### config.mk
export PLATFORM = sky130hd
export DESIGN_NAME = burst_col_seq
export DESIGN_NICKNAME = d
export VERILOG_FILES = /design/src/rtl/burst_seq_pkg.sv /design/src/rtl/bs_len_decode.sv /design/src/rtl/bs_beat_cnt.sv /design/src/rtl/bs_col_gen.sv /design/src/rtl/burst_col_seq.sv
export SDC_FILE = /design/constraint.sdc
export NUM_CORES = 1
export LEC_CHECK = 0
export ABC_AREA = 1
export BUFFER_PORTS_ARGS = -buffer_cell sky130_fd_sc_hd__buf_2
export CAP_MARGIN = 20
export CORE_UTILIZATION = 40
export CTS_BUF_LIST = sky130_fd_sc_hd__clkbuf_16
export DETAILED_ROUTE_END_ITERATION = 10
export HOLD_SLACK_MARGIN = 0.03
export PLACE_DENSITY = 0.71
export SETUP_SLACK_MARGIN = 0.4
export SLEW_MARGIN = 20
export SYNTH_ARGS = -nofsm -noshare
export SYNTH_HDL_FRONTEND = slang
export SYNTH_SLANG_ARGS = --single-unit
### constraint.sdc
create_clock -name clk_i -period 4.1 [get_ports clk_i]
set_clock_uncertainty 0.15 [all_clocks]
set_input_delay 0.41 -clock clk_i [delete_from_list [all_inputs] [get_ports clk_i]]
set_output_delay 0.41 -clock clk_i [all_outputs]
set_load 0.05 [all_outputs]
### src/rtl/burst_seq_pkg.sv
package burst_seq_pkg;
  typedef enum logic [2:0] {
    BL_1    = 3'd0,
    BL_2    = 3'd1,
    BL_4    = 3'd2,
    BL_8    = 3'd3,
    BL_PAGE = 3'd7
  } bl_code_e;
endpackage

### src/rtl/bs_len_decode.sv
module bs_len_decode
  import burst_seq_pkg::*;
#(
  parameter int COL_W = 10
) (
  input  logic [2:0]       code_i,
  input  logic             ilv_i,
  input  logic             wr_single_i,
  input  logic             is_wr_i,
  output logic [COL_W-1:0] mask_o,
  output logic             full_o
);
  always_comb begin
    mask_o = '0;
    full_o = 1'b0;
    case (code_i)
      BL_2:    mask_o = COL_W'(1);
      BL_4:    mask_o = COL_W'(3);
      BL_8:    mask_o = COL_W'(7);
      BL_PAGE: begin
        // interleaved page is not defined: fall back to single beat
        full_o = ~ilv_i;
        mask_o = ilv_i ? '0 : '1;
      end
      default: mask_o = '0;
    endcase
    if (wr_single_i && is_wr_i) begin
      mask_o = '0;
      full_o = 1'b0;
    end
  end
endmodule

### src/rtl/bs_beat_cnt.sv
module bs_beat_cnt #(
  parameter int COL_W = 10
) (
  input  logic             clk_i,
  input  logic             rst_ni,
  input  logic             start_i,
  input  logic             step_i,
  output logic [COL_W-1:0] cnt_o
);
  always_ff @(posedge clk_i or negedge rst_ni) begin
    if (!rst_ni)      cnt_o <= '0;
    else if (start_i) cnt_o <= '0;
    else if (step_i)  cnt_o <= cnt_o + COL_W'(1);
  end
endmodule

### src/rtl/bs_col_gen.sv
module bs_col_gen #(
  parameter int COL_W = 10
) (
  input  logic [COL_W-1:0] base_i,
  input  logic [COL_W-1:0] mask_i,
  input  logic             ilv_i,
  input  logic [COL_W-1:0] cnt_i,
  output logic [COL_W-1:0] col_o
);
  logic [COL_W-1:0] seq_sum;
  assign seq_sum = base_i + cnt_i;
  // beat index never exceeds the mask, so XOR leaves the upper bits alone
  assign col_o = ilv_i ? (base_i ^ cnt_i)
                       : ((base_i & ~mask_i) | (seq_sum & mask_i));
endmodule

### src/rtl/burst_col_seq.sv
module burst_col_seq #(
  parameter int COL_W = 10
) (
  input  logic             clk_i,
  input  logic             rst_ni,
  input  logic             start_i,
  input  logic [COL_W-1:0] col_i,
  input  logic [2:0]       bl_code_i,
  input  logic             ilv_i,
  input  logic             wr_single_i,
  input  logic             is_wr_i,
  input  logic             adv_i,
  input  logic             term_i,
  output logic [COL_W-1:0] col_o,
  output logic             valid_o,
  output logic             last_o
);
  logic [COL_W-1:0] mask_d, mask_q, base_q, cnt;
  logic             full_d, full_q, ilv_q, valid_q, done;

  bs_len_decode #(.COL_W(COL_W)) u_dec (
    .code_i(bl_code_i), .ilv_i(ilv_i), .wr_single_i(wr_single_i),
    .is_wr_i(is_wr_i), .mask_o(mask_d), .full_o(full_d)
  );

  always_ff @(posedge clk_i or negedge rst_ni) begin
    if (!rst_ni) begin
      base_q <= '0;
      mask_q <= '0;
      full_q <= 1'b0;
      ilv_q  <= 1'b0;
    end else if (start_i) begin
      base_q <= col_i;
      mask_q <= mask_d;
      full_q <= full_d;
      ilv_q  <= ilv_i;
    end
  end

  assign last_o = valid_q & (full_q ? term_i : (cnt == mask_q));
  assign done   = valid_q & ((adv_i & last_o) | (full_q & term_i));

  always_ff @(posedge clk_i or negedge rst_ni) begin
    if (!rst_ni)      valid_q <= 1'b0;
    else if (start_i) valid_q <= 1'b1;
    else if (done)    valid_q <= 1'b0;
  end

  bs_beat_cnt #(.COL_W(COL_W)) u_cnt (
    .clk_i(clk_i), .rst_ni(rst_ni), .start_i(start_i),
    .step_i(valid_q & adv_i & ~done), .cnt_o(cnt)
  );

  bs_col_gen #(.COL_W(COL_W)) u_col (
    .base_i(base_q), .mask_i(mask_q), .ilv_i(ilv_q), .cnt_i(cnt), .col_o(col_o)
  );

  assign valid_o = valid_q;
endmodule

==> impl_results.md <==
- Status: finished clean
- GR peak layer: met2
- Vias: ~2,000
- Register Area: approximately 680 um2
- EDFF count, synth: 0
- H-Tree Depth: 1
- CP Data Required Time: 3.54 ns
- Die area: around 5500 um2
- Clock power frac: between 20% and 30%
- Number of port buffers: 32
- Final setup violation count: 0
- Die height: around 74 um
- Fmax: 345 MHz
- Worst flop-to-flop path endpoint: u_cnt.cnt_o[6]
- Critical Path End Type: output port
- Setup bufs post-CTS: 0
- Yosys top cell area share: around a third
- Tot GR Track Use: 20.1%
- Worst Slack Setup Final: between 1 and 1.5 ns
- #FFs+latches synth: 27
- Final Hold Viols: 0
- Clk buf depth: 2
- Cell Pwr Density: roughly 380 nW/um2
- Number of cell rows: 25
- Initial antenna violation count: 0
- GRT overflow: 0
- Pin count of the biggest net entering global routing: 35
- Hold Path Depth: 3
- First-pass GRT wire length: 8460 um
- Area of the multi-input gates: between 1000 and 1500 um2
- Initial core utilization: between 40% and 50%
- R2r worst-path depth: 8
- Met2 global-route usage: about a third
- Clk sinks: 27
- Grt met1 use: 27.6%
- Drt initial violations: slightly above 90
- Floorplan Core Area: 4850 um2
- Max Slew Vio Count: 0
- Final wirelength: slightly below 5000 um
- Sw Share: 41.8%
- Async set-reset flop share out of synthesis: 100%
- Clk slew on worst S/H paths: 0.07 ns
- Setup TNS: 0 ns
- Ys flop type: dfrtp_1
- Max-Slew Margin vs Limit: between 50% and 60%
- Netlist cell types: 28
- Synthesized Nets: around 350
- Int Pwr: 0.526 mW
- CP endpoint: col_o[6]
- Routed wire per std cell: approximately 12 um
- Area growth syn-to-layout: 14.1%
- CTS Root Cell: clkbuf_16
- Seq/Total Area, Yosys: approximately 33%
- P_sw: approximately 0.38 mW
- R2r startpoint: mask_q[8]
- Peak supply drop: roughly 0.27 mV
- Vias in the first global route: 1,876
- Die W: roughly 74 um
- Yosys top cell by area: dfrtp_1
- Drt first pass iters: 6
- Sequential share of power: 36.0%
- Tightest Pin Transition: about 0.63 ns
- Commonest non-fill, non-tap cell in the layout: nand2_1
- Routing usage on met3: under 10%
- Hold WS: ~0.19 ns
- Nets: ~380
- Clk_lat worst skew: ~0.27 ns
- DR vias/cell: between 4 and 5
- Average size of a mapped cell: around 6.6 um2
- Fillers: 498
- Critical path class: register to output port
- Static leakage: ~1.3 nW
- Main area contributors after synthesis: dfrtp_1 (33%), nand2_1 (18%), inv_1 (7.8%), nand3_1 (7.5%), ha_1 (6.0%)
- Antenna diode instance count: 0
- CTS Buf Count: 3
- RePlAce Congestion: about 0.85
- Cell Area, Synth: 2070 um2
- MaxCap Viol Count: 0
- Dpl ws: 1.51 ns
- Final core utilization: 48.8%
- Hold-fix buffers, CTS: 1
- CP max FO: 9
- Most frequent cells in the layout: nand2_1 (101), inv_1 (43), buf_2 (32)
- Tmin final: between 2 and 3 ns
- Dpl hpwl: 3640 um
- R2r setup slk: between 2 and 2.5 ns
- Post-cts sizing count: 0
- RSZ-0062 raised after global routing: no
- Cells after synthesis: 314
- Final period util: 70.6%
- Antenna viol nets, final: 0
- Share of post-route cells with drive strength above 1: between 10% and 20%
- Yosys warnings: 0
- CTS tree: built
- Critical Path Start Type: register
- CP arrival: 2.34 ns
- Crit path launch: u_cnt.cnt_o[0]
- Num ports: 33
- Gate power share: 38.3%
- Min-Delay Path Class: input port to register
- Remaining DRCs: 0
## logic make-up after synthesis
family,Yosys count,synth area share [%]
simple gates,166,33.7
buf+inv,54,10.3
compound gates,46,12.1
flops,27,32.6
fa+ha+maj,11,7.00
xor+xnor,9,3.80
mux,1,0.483
## registers in the layout, indices dropped and copies added, names as in the netlist
signal,flops
base_q,10
full_q,1
ilv_q,1
mask_q,4
u_cnt.cnt_o,10
valid_o,1
## metrics by stage
step                      instance area (um2)  power, mW  cells
after floorplan                          2070      0.594    314
after detailed placement                 2270      0.674    404
after CTS                                2370      0.915    409
after global routing                     2370      0.964    409
final                                    2370      0.905    409
after global placement                   2270      0.672    404
## worst max-delay path, cell delays in order, from the launching register on
cell and delay, ns:
dfrtp_1 0.47, ha_1 0.28, fa_1 0.42, nand3_1 0.10, nand2_1 0.12, nand3_1 0.12
nand3_1 0.07, nand3_1 0.08, nand2_1 0.05, o21ai_0 0.07, buf_2 0.29
## cell type report
type	count	area share, %
Sequential cell	27	28.6
Clock buffer	3	3.17
Tap cell	67	3.54
Clock inverter	1	0.370
Multi-Input combinational cell	233	50.0
Timing Repair Buffer	33	7.19
Inverter	45	7.14
## Yosys cell counts (3+ instances only)
library cell,instances
dfrtp_1,27
nand4_1,5
xor2_1,7
inv_1,43
clkbuf_1,5
o22ai_1,4
o21ai_0,17
nand3_1,31
nand2_1,101
buf_2,3
nor2_1,20
nor3_1,5
a21oi_1,19
ha_1,10
## per-layer routing
metal	part of all wire, %	vias up
li1	-	1068
met1	51	904
met2	44	45
met3	3.2	8
met4	1.6	0
met5	0	-
## worst min path at each step
stage                     slack, ns  startpoint        end
after floorplan               -0.04      rst_ni  base_q[0]
after global placement         0.31      rst_ni  base_q[7]
after detailed placement       0.32      rst_ni  base_q[5]
after CTS                      0.19    col_i[2]  base_q[2]
after global routing           0.20    col_i[2]  base_q[2]
final                          0.19    col_i[2]  base_q[2]
## power by group through the flow
stage / clock network [mW] / logic (mW) / registers (mW)
after CTS: 0.242 / 0.348 / 0.325
after global routing: 0.247 / 0.385 / 0.331
after detailed placement: 0 / 0.344 / 0.330
final: 0.233 / 0.346 / 0.326
after floorplan: 0 / 0.268 / 0.326
after global placement: 0 / 0.342 / 0.330
No activity file was read; power rests on OpenSTA's default activity.
